`src/rtl/i2s_sim_pkg.sv`:
```
package i2s_sim_pkg;
    localparam int WORD_W = 16;

    typedef struct packed {
        logic [WORD_W-1:0] left;
        logic [WORD_W-1:0] right;
    } word_pair_t;
endpackage

```
`src/rtl/sim_sync.sv`:
```
// Brings the I2S lines into the master clock domain and marks bit-clock rises.
module sim_sync #(
    parameter int STAGES = 2
) (
    input  logic clk,
    input  logic rst,
    input  logic bck_i,
    input  logic ws_i,
    input  logic sd_i,
    output logic bit_stb_o,
    output logic ws_o,
    output logic sd_o
);
    typedef struct packed {
        logic [STAGES-1:0] bck;
        logic [STAGES-1:0] ws;
        logic [STAGES-1:0] sd;
        logic              bck_old;
    } sync_t;

    sync_t q, d;

    always_comb begin
        d         = q;
        d.bck     = {q.bck[STAGES-2:0], bck_i};
        d.ws      = {q.ws[STAGES-2:0], ws_i};
        d.sd      = {q.sd[STAGES-2:0], sd_i};
        d.bck_old = q.bck[STAGES-1];
    end

    always_ff @(posedge clk) begin
        if (rst) q <= '0;
        else     q <= d;
    end

    assign bit_stb_o = q.bck[STAGES-1] & ~q.bck_old;
    assign ws_o      = q.ws[STAGES-1];
    assign sd_o      = q.sd[STAGES-1];

    // the divider counts single rise strobes; two in a row would miscount
    assert_single_strobe_R2: assert property (@(posedge clk) disable iff (rst)
        bit_stb_o |=> !bit_stb_o);
endmodule

```
`src/rtl/sim_capture.sv`:
```
// Deserialises I2S slots and holds the top bits of a complete left/right pair.
module sim_capture
    import i2s_sim_pkg::*;
#(
    parameter int SLOT_BITS = 32
) (
    input  logic       clk,
    input  logic       rst,
    input  logic       bit_stb_i,
    input  logic       ws_i,
    input  logic       sd_i,
    output logic       frame_stb_o,
    output word_pair_t pair_o
);
    localparam int POS_W = $clog2(SLOT_BITS);

    typedef struct packed {
        logic              ws_last;
        logic              active;
        logic              left_ok;
        logic [POS_W-1:0]  pos;
        logic [WORD_W-1:0] shl;
        logic [WORD_W-1:0] shr;
        word_pair_t        hold;
        logic              stb;
    } cap_t;

    cap_t q, d;

    always_comb begin
        d     = q;
        d.stb = 1'b0;
        if (bit_stb_i) begin
            if (ws_i != q.ws_last) begin
                // this rise still carries the previous slot's LSB
                d.ws_last = ws_i;
                d.active  = 1'b1;
                d.pos     = '0;
                if (!ws_i) d.left_ok = 1'b0;
            end else if (q.active) begin
                if (int'(q.pos) < WORD_W) begin
                    if (q.ws_last) d.shr = {q.shr[WORD_W-2:0], sd_i};
                    else           d.shl = {q.shl[WORD_W-2:0], sd_i};
                    if (int'(q.pos) == WORD_W-1) begin
                        if (!q.ws_last) begin
                            d.left_ok = 1'b1;
                        end else if (q.left_ok) begin
                            d.left_ok    = 1'b0;
                            d.stb        = 1'b1;
                            d.hold.left  = q.shl;
                            d.hold.right = {q.shr[WORD_W-2:0], sd_i};
                        end
                    end
                end
                if (int'(q.pos) != SLOT_BITS-1) d.pos = q.pos + 1'b1;
            end
        end
    end

    always_ff @(posedge clk) begin
        if (rst) q <= '0;
        else     q <= d;
    end

    assign frame_stb_o = q.stb;
    assign pair_o      = q.hold;

    // one frame gives one strobe
    assert_frame_pulse_R7: assert property (@(posedge clk) disable iff (rst)
        frame_stb_o |=> !frame_stb_o);
    // a pair completes only inside a right slot
    assert_pair_in_right_R1: assert property (@(posedge clk) disable iff (rst)
        frame_stb_o |-> ws_i || $past(ws_i));
endmodule

```
`src/rtl/sim_burst.sv`:
```
// Shifts a word pair out on the slow clock, places latch enable and DEM clock.
module sim_burst
    import i2s_sim_pkg::*;
#(
    parameter int BIT_DIV = 4
) (
    input  logic       clk,
    input  logic       rst,
    input  logic       bit_stb_i,
    input  logic       frame_stb_i,
    input  word_pair_t pair_i,
    output logic       sclk_o,
    output logic       dl_o,
    output logic       dr_o,
    output logic       le_o,
    output logic       dem_o
);
    localparam int PH_W    = $clog2(BIT_DIV);
    localparam int CNT_W   = $clog2(WORD_W);
    localparam int DEM_BIT = CNT_W - 3;

    typedef struct packed {
        logic              busy;
        logic              pend;
        logic [PH_W-1:0]   ph;
        logic [CNT_W-1:0]  bitn;
        logic [WORD_W-1:0] shl;
        logic [WORD_W-1:0] shr;
        logic              sclk;
        logic              dl;
        logic              dr;
        logic              le;
        logic              dem;
    } burst_t;

    burst_t q, d;
    logic   last_step;

    always_comb begin
        d         = q;
        last_step = q.busy && (int'(q.ph) == BIT_DIV-1) && (int'(q.bitn) == WORD_W-1);
        if (bit_stb_i) begin
            if ((!q.busy || last_step) && q.pend) begin
                d.busy = 1'b1;
                d.pend = 1'b0;
                d.ph   = '0;
                d.bitn = '0;
                d.shl  = pair_i.left;
                d.shr  = pair_i.right;
            end else if (last_step) begin
                d.busy = 1'b0;
            end else if (q.busy) begin
                if (int'(q.ph) == BIT_DIV-1) begin
                    d.ph   = '0;
                    d.bitn = q.bitn + 1'b1;
                    d.shl  = {q.shl[WORD_W-2:0], 1'b0};
                    d.shr  = {q.shr[WORD_W-2:0], 1'b0};
                end else begin
                    d.ph = q.ph + 1'b1;
                end
            end
        end
        if (frame_stb_i) d.pend = 1'b1;
        // retimed outputs follow the next state
        d.sclk = d.busy && (int'(d.ph) >= BIT_DIV/2);
        d.le   = d.busy && (d.bitn == '0) && (d.ph == '0);
        d.dl   = d.shl[WORD_W-1];
        d.dr   = d.shr[WORD_W-1];
        d.dem  = d.busy && d.bitn[DEM_BIT];
    end

    always_ff @(posedge clk) begin
        if (rst) q <= '0;
        else     q <= d;
    end

    assign sclk_o = q.sclk;
    assign dl_o   = q.dl;
    assign dr_o   = q.dr;
    assign le_o   = q.le;
    assign dem_o  = q.dem;

    // latch enable only in the quiet low phase of the slow clock
    assert_le_quiet_R4: assert property (@(posedge clk) disable iff (rst)
        le_o |-> !sclk_o);
    // data lines hold through the high phase
    assert_data_stable_R3: assert property (@(posedge clk) disable iff (rst)
        (sclk_o && $past(sclk_o)) |-> ($stable(dl_o) && $stable(dr_o)));
    // DEM low while latch enable is high
    assert_dem_low_at_le_R6: assert property (@(posedge clk) disable iff (rst)
        le_o |-> !dem_o);
    // a burst starts only from a received pair
    assert_start_needs_frame_R7: assert property (@(posedge clk) disable iff (rst)
        $rose(le_o) |-> $past(q.pend));
endmodule

```
`src/rtl/i2s_sim_serializer.sv`:
```
module i2s_sim_serializer
    import i2s_sim_pkg::*;
#(
    parameter int SYNC_STAGES = 2,
    parameter int SLOT_BITS   = 32,
    parameter int BIT_DIV     = 4
) (
    input  logic mclk,
    input  logic rst,
    input  logic i2s_bck,
    input  logic i2s_ws,
    input  logic i2s_sd,
    output logic sim_bck,
    output logic sim_data_l,
    output logic sim_data_r,
    output logic sim_le,
    output logic sim_dem
);
    logic       bit_stb, ws_s, sd_s, frame_stb;
    word_pair_t pair;

    sim_sync #(.STAGES(SYNC_STAGES)) sync_i (
        .clk(mclk), .rst(rst), .bck_i(i2s_bck), .ws_i(i2s_ws), .sd_i(i2s_sd),
        .bit_stb_o(bit_stb), .ws_o(ws_s), .sd_o(sd_s)
    );

    sim_capture #(.SLOT_BITS(SLOT_BITS)) cap_i (
        .clk(mclk), .rst(rst), .bit_stb_i(bit_stb), .ws_i(ws_s), .sd_i(sd_s),
        .frame_stb_o(frame_stb), .pair_o(pair)
    );

    sim_burst #(.BIT_DIV(BIT_DIV)) burst_i (
        .clk(mclk), .rst(rst), .bit_stb_i(bit_stb), .frame_stb_i(frame_stb),
        .pair_i(pair), .sclk_o(sim_bck), .dl_o(sim_data_l), .dr_o(sim_data_r),
        .le_o(sim_le), .dem_o(sim_dem)
    );

    // all outputs low in the cycle after reset
    assert_reset_low_R8: assert property (@(posedge mclk)
        $past(rst) |-> !(sim_bck || sim_data_l || sim_data_r || sim_le || sim_dem));
endmodule

```
`config.mk`:
```
export PLATFORM = sky130hd
export DESIGN_NAME = i2s_sim_serializer
export DESIGN_NICKNAME = d
export VERILOG_FILES = /design/src/rtl/i2s_sim_pkg.sv /design/src/rtl/sim_sync.sv /design/src/rtl/sim_capture.sv /design/src/rtl/sim_burst.sv /design/src/rtl/i2s_sim_serializer.sv
export SDC_FILE = /design/constraint.sdc
export NUM_CORES = 1
export LEC_CHECK = 0
export BUFFER_PORTS_ARGS = -buffer_cell sky130_fd_sc_hd__buf_2
export CELL_PAD_IN_SITES_DETAIL_PLACEMENT = 0
export CELL_PAD_IN_SITES_GLOBAL_PLACEMENT = 2
export CORE_MARGIN = 4
export CORE_UTILIZATION = 42
export CTS_CLUSTER_DIAMETER = 40
export DETAILED_ROUTE_END_ITERATION = 10
export PLACE_DENSITY = 0.82
export RECOVER_POWER = 100
export SYNTH_ARGS = -nofsm -noshare
export SYNTH_HDL_FRONTEND = slang
export SYNTH_SLANG_ARGS = --single-unit
```
`constraint.sdc`:
```
create_clock -name mclk -period 3.95 [get_ports mclk]
set_clock_uncertainty 0.2 [all_clocks]
set_input_delay 0 -clock mclk [delete_from_list [all_inputs] [get_ports mclk]]
set_output_delay 0 -clock mclk [all_outputs]
set_load 0.05 [all_outputs]
```
==> results.json, run 1 <==
{
  "status": "finished, violations left",
  "violations": "capacitance limit, slew limit",
  "grt_overflow": 0,
  "cp.required_ns": 4.02,
  "p_total_mw": 2.58,
  "avgSynthCellArea_um2": 8.64,
  "dieWidth_um": 117,
  "cp-end-kind": "register",
  "rsz0062_at_grt": "no",
  "synth_cells": 573,
  "path_max_fanout": 30,
  "p_seq_frac": 0.482,
  "tightest_slew_ns": 2.13,
  "start_util": 0.432,
  "fmax_ghz": 0.347,
  "yosys.area_share.adder": 0.0126,
  "post_drt_via_cell_ratio": 5.32,
  "routed_wl_mm": 10.7,
  "pre_cts_ws_ns": 1.56,
  "hold_viol": 0,
  "drive_gt1_frac": 0.104,
  "yosysWarnings": 0,
  "synthToLayoutAreaGrowth_pct": 10.1,
  "maxSlewHeadroom": -0.421,
  "synth_compound_gate_area_share": 0.228,
  "p_per_area_nw_per_um2": 473,
  "port_buffers": 9,
  "dp.cells": 687,
  "p_comb_frac": 0.019,
  "synth_edf_count": 0,
  "synth_nets": 583,
  "slew_violations": 115,
  "worst-path-buf-inv": 0,
  "cp_top_family": "simple AND/OR/NAND/NOR gates",
  "grt_pass1_wl_mm": 18.5,
  "synth_xor_area_frac": 0.00859,
  "routed-via-count": 3837,
  "synthesis.area_um2": 4950,
  "coreArea_um2": 11500,
  "grt_util_all_layers": 0.173,
  "postLayoutCellArea_um2": 5450,
  "p_clk_frac": 0.498,
  "timing.final.crit_share": 0.729,
  "slowest_stage": "or2_1",
  "p_leak_nw": 1.77,
  "cts_resized": 0,
  "path_class": "reg2reg",
  "start_kind": "register",
  "ys.flop_type": "dfxtp_1",
  "muxShareOfSynthArea": 0.00202,
  "stdcell_count": 721,
  "postCtsSetupBuffers": 0,
  "fp-row-count": 39,
  "dieHeight_um": 117,
  "multiInputGateArea_um2": 2200,
  "nets": 576,
  "ios": 10,
  "grt_pass1_vias": 3842,
  "yosys.area_share.simple": 0.205,
  "worstPathCellList": "ha_1, and3_1, or2_1, o22ai_1, a211oi_1",
  "drtPass1Iterations": 4,
  "antenna_cells": 0,
  "synth_top_family_by_area": "compound AO/OA/AOI/OAI gates",
  "worst_ep_arrival_time_ns": 2.94,
  "min_path_type": "in2reg",
  "ys_types": 48,
  "cts_hold_buffers": 3,
  "ir_drop_mv": 0.343,
  "period_needed_ns": 2.88,
  "clk_latency_ns": 0.41,
  "async_flop_share": 0,
  "maxCapViolCount": 2,
  "cts_tree": "done",
  "htree_levels": 4,
  "setup_viol": 0,
  "first_iter_violations": 173,
  "finalSetupTns_ns": 0,
  "antenna_found_initial": 0,
  "gp_congestion": 0.759,
  "drc": 0,
  "seq_area_um2": 2440,
  "path_clk_slew_ns": 0.05,
  "fill_cells": 1145,
  "grt_max_degree": 98,
  "cts_inserted_buffers": 17,
  "wl_per_cell_um": 14.9,
  "synth_seq_cells": 122,
  "cts_buffer_depth": 2,
  "fin_ws_ns": 1.07,
  "seq_area_frac_synth": 0.493,
  "final_util": 0.475,
  "dp_hpwl_mm": 6.14,
  "swShare": 0.208,
  "slowest_delay_ns": 0.93,
  "p_sw_mw": 0.536,
  "clock-sinks": 122,
  "p_int_mw": 2.04,
  "dieArea_um2": 13600,
  "holdWs_ns": 0.139,
  "place_area_um2": 5010,
  "ant_nets": 0,
  "cts_root_buf": "clkbuf_16"
}
[cell families after synthesis]
group | count (synthesis)
flops | 122
buf+inv | 53
fa+ha+maj | 5
mux | 1
simple gates | 227
xor+xnor | 4
compound gates | 161
[state kept, by name, summed over array words and instances, names as in the netlist]
name,flops
burst_i.dem_o,1
burst_i.dl_o,1
burst_i.dr_o,1
burst_i.le_o,1
burst_i.q,38
burst_i.sclk_o,1
cap_i.frame_stb_o,1
cap_i.pair_o,32
cap_i.q,39
sync_i.d,4
sync_i.q,1
sync_i.sd_o,1
sync_i.ws_o,1
[layout make-up]
class,count,area share
flip-flops and latches,122,0.448
multi-input cells,398,0.404
clock buffers,27,0.0849
well taps,143,0.0328
repair buffers,18,0.0202
inverters,9,0.00620
clock inverters,4,0.00367
[final timing paths]
check	slack, ns	endpoint	depth (start not counted)	from
min	0.14	sync_i.d[6]	3	i2s_bck
max	1.07	burst_i.q[12]	5	burst_i.q[37]
min reg2reg	0.23	burst_i.q[43]	2	cap_i.frame_stb_o
max reg2reg	1.07	burst_i.q[12]	5	burst_i.q[37]
[placed cells by master, fill, tap and decap left out, drive strengths merged, types with 2 or more instances in the layout]
cell	Yosys	final
a21o	2	2
nand2b	4	4
buf	18	8
ha	5	5
and4b	2	2
dlygate4sd3	0	3
nand4	3	3
nor2b	9	9
a211oi	35	35
inv	9	9
xnor2	2	2
nand2	132	132
and2	5	5
nor4	2	2
and3	4	4
nor2	39	39
or2	3	3
o22ai	30	30
nand3	9	9
clkbuf	26	34
dfxtp	122	122
a31oi	4	4
o21ai	7	7
a21oi	78	78
nor3	7	7
clkinv	0	4
xor2	2	2
[cells in the mapped netlist (3+ instances only)]
library cell,number,area [µm²]
clkbuf_1,26,97.6
nor3_1,6,30.0
a211oi_1,4,30.0
o22ai_1,30,188
and2_1,5,31.3
nand2b_1,4,25.0
or2_2,3,18.8
nand4_1,3,18.8
buf_6,4,45.0
and3_1,4,25.0
a211oi_2,30,375
inv_1,9,33.8
a31oi_1,4,25.0
buf_2,12,60.1
nor2_1,39,146
a21oi_1,78,390
dfxtp_1,122,2440
nand3_1,9,45.0
ha_1,5,62.6
nor2b_1,9,56.3
o21ai_0,6,30.0
nand2_1,132,495
[power groups by stage]
stage	Clock, mW	Combinational (mW)	Sequential [mW]
2_1_floorplan	0	0.0414	1.27
3_3_place_gp	0	0.0509	1.27
3_5_place_dp	0	0.0511	1.27
4_1_cts	1.32	0.0532	1.24
5_1_grt	1.37	0.0558	1.24
6_report	1.28	0.0502	1.24
[tightest hold or removal path, cell delays in order]
cell           delay (ns)
dlygate4sd3_1        0.52
buf_2                0.09
nor2b_1              0.11
[layer usage]
layer	GRT usage	wire, µm
met1	0.215	5350
met2	0.286	4990
met3	0.0580	313
met4	0.0512	99
met5	0	0
Note: power is estimated with default switching activity, not from simulation.
==> run 2: changes to the inputs <==
--- a/config.mk
+++ b/config.mk
@@ -9,10 +9,10 @@
 export CELL_PAD_IN_SITES_DETAIL_PLACEMENT = 0
 export CELL_PAD_IN_SITES_GLOBAL_PLACEMENT = 2
 export CORE_MARGIN = 4
-export CORE_UTILIZATION = 42
+export CORE_UTILIZATION = 35
 export CTS_CLUSTER_DIAMETER = 40
 export DETAILED_ROUTE_END_ITERATION = 10
-export PLACE_DENSITY = 0.82
+export PLACE_DENSITY = 0.73
 export RECOVER_POWER = 100
 export SYNTH_ARGS = -nofsm -noshare
 export SYNTH_HDL_FRONTEND = slang
==> constraint.sdc (replaced) <==
create_clock -name mclk -period 2.64 [get_ports mclk]
set_clock_uncertainty 0.2 [all_clocks]
set_input_delay 0 -clock mclk [delete_from_list [all_inputs] [get_ports mclk]]
set_output_delay 0 -clock mclk [all_outputs]
set_load 0.05 [all_outputs]
==> results.json, run 2 (synthesis gave the netlist of run 1 again) <==
{
  "cp_top_family": "buffers and inverters",
  "antenna_cells": 0,
  "tightest_slew_ns": 1.07,
  "grt_max_degree": 54,
  "cts_resized": 0,
  "p_per_area_nw_per_um2": 790,
  "final_util": 0.415,
  "cp.required_ns": 2.69,
  "htree_levels": 4,
  "cp-end-kind": "register",
  "grt_util_all_layers": 0.141,
  "slowest_delay_ns": 0.96,
  "maxSlewHeadroom": 0.289,
  "p_comb_frac": 0.018,
  "fp-row-count": 43,
  "ant_nets": 0,
  "drive_gt1_frac": 0.135,
  "p_seq_frac": 0.408,
  "p_total_mw": 4.55,
  "drc": 0,
  "worstPathCellList": "dlygate4sd3_1, clkbuf_2, buf_2, nor3_1",
  "stdcell_count": 765,
  "p_sw_mw": 0.904,
  "grt_pass1_vias": 3781,
  "clock-sinks": 122,
  "wl_per_cell_um": 14.1,
  "min_path_type": "in2reg",
  "cts_buffer_depth": 2,
  "fill_cells": 1404,
  "worst-path-buf-inv": 3,
  "dieHeight_um": 127,
  "swShare": 0.199,
  "dp_hpwl_mm": 6.45,
  "post_drt_via_cell_ratio": 5.02,
  "path_clk_slew_ns": 0.05,
  "worst_ep_arrival_time_ns": 2.36,
  "clk_latency_ns": 0.42,
  "rsz0062_at_grt": "no",
  "coreArea_um2": 13900,
  "port_buffers": 9,
  "antenna_found_initial": 0,
  "gp_congestion": 0.777,
  "cts_root_buf": "clkbuf_16",
  "path_class": "in2reg",
  "ios": 10,
  "final_common_cell": "nand2_1",
  "fmax_ghz": 0.432,
  "p_int_mw": 3.65,
  "status": "finished, final reports clean",
  "finalSetupTns_ns": 0,
  "start_kind": "input port",
  "period_needed_ns": 2.31,
  "maxCapViolCount": 0,
  "dieArea_um2": 16100,
  "first_iter_violations": 251,
  "routed_wl_mm": 10.8,
  "largest_register_ffs": 39,
  "seq_area_um2": 2440,
  "dp.cells": 729,
  "p_leak_nw": 1.90,
  "top_register": "cap_i.q",
  "grt_overflow": 0,
  "grt_pass1_wl_mm": 18.5,
  "setup_viol": 0,
  "hold_viol": 0,
  "p_clk_frac": 0.574,
  "dieWidth_um": 127,
  "drtPass1Iterations": 4,
  "layout_common_cells": "nand2_1, dfxtp_1, a21oi_1",
  "multiInputGateArea_um2": 2220,
  "slew_violations": 0,
  "cts_tree": "done",
  "cts_inserted_buffers": 17,
  "synthToLayoutAreaGrowth_pct": 16.4,
  "ir_drop_mv": 0.515,
  "slowest_stage": "buf_2",
  "nets": 582,
  "path_max_fanout": 53,
  "start_util": 0.357,
  "timing.final.crit_share": 0.876,
  "routed-via-count": 3841
}
[run 2: final cells by class]
type	count	share of cell area
sequential	122	0.424
multi-input combinational	398	0.385
clock buffer	22	0.0840
tap	180	0.0391
clock inverter	10	0.0323
timing repair buffer	24	0.0297
inverter	9	0.00586
[run 2: path summary, 6_finish.rpt]
check / start / slack [ns] / end / cells after the start
worst max register to register: burst_i.q[37] / 0.37 / burst_i.q[26] / 6
worst min register to register: cap_i.frame_stb_o / 0.23 / burst_i.q[43] / 2
worst max-delay path: rst / 0.33 / cap_i.q[68] / 4
worst min-delay path: i2s_sd / 0.13 / sync_i.d[2] / 3
[run 2: worst register-to-register path, delay by kind of cell, from the launching register on]
kind,cells,cell delay [ns]
compound gates,3,0.59
buf+inv,1,0.23
fa+ha+maj,1,0.35
simple gates,1,0.28
flops,1,0.47
[run 2: metrics by stage]
step	hold WS, ns	setup slack (ns)	area [µm²]
6_report	0.133	0.328	5760
3_3_place_gp	0.0101	0.480	5120
2_1_floorplan	-0.0718	0.678	4950
5_1_grt	0.168	0.158	5760
4_1_cts	0.114	0.398	5830
3_5_place_dp	0.0162	0.405	5120
[run 2: what timing repair did]
| action | in CTS | in global routing |
|---|---|---|
| buffers inserted | 0 | 0 |
| hold endpoints to repair | 38 | 0 |
| hold buffers | 4 | 0 |
[run 2: routing by layer]
layer | vias up | global-route usage | wire length (µm) | part of all wire
met5 | - | 0 | 0 | 0
met2 | 42 | 0.211 | 4640 | 0.43
met3 | 9 | 0.0400 | 323 | 0.030
li1 | 1974 | - | - | -
met4 | 0 | 0.0656 | 138 | 0.013
met1 | 1816 | 0.189 | 5650 | 0.53
[run 2: power by group through the flow]
stage	clock network, mW	logic, mW	registers (mW)
after floorplan	0	0.0620	1.89
after global placement	0	0.0847	1.89
after detailed placement	0	0.0847	1.89
after CTS	2.67	0.0894	1.85
after global routing	2.76	0.0908	1.86
final	2.61	0.0829	1.86
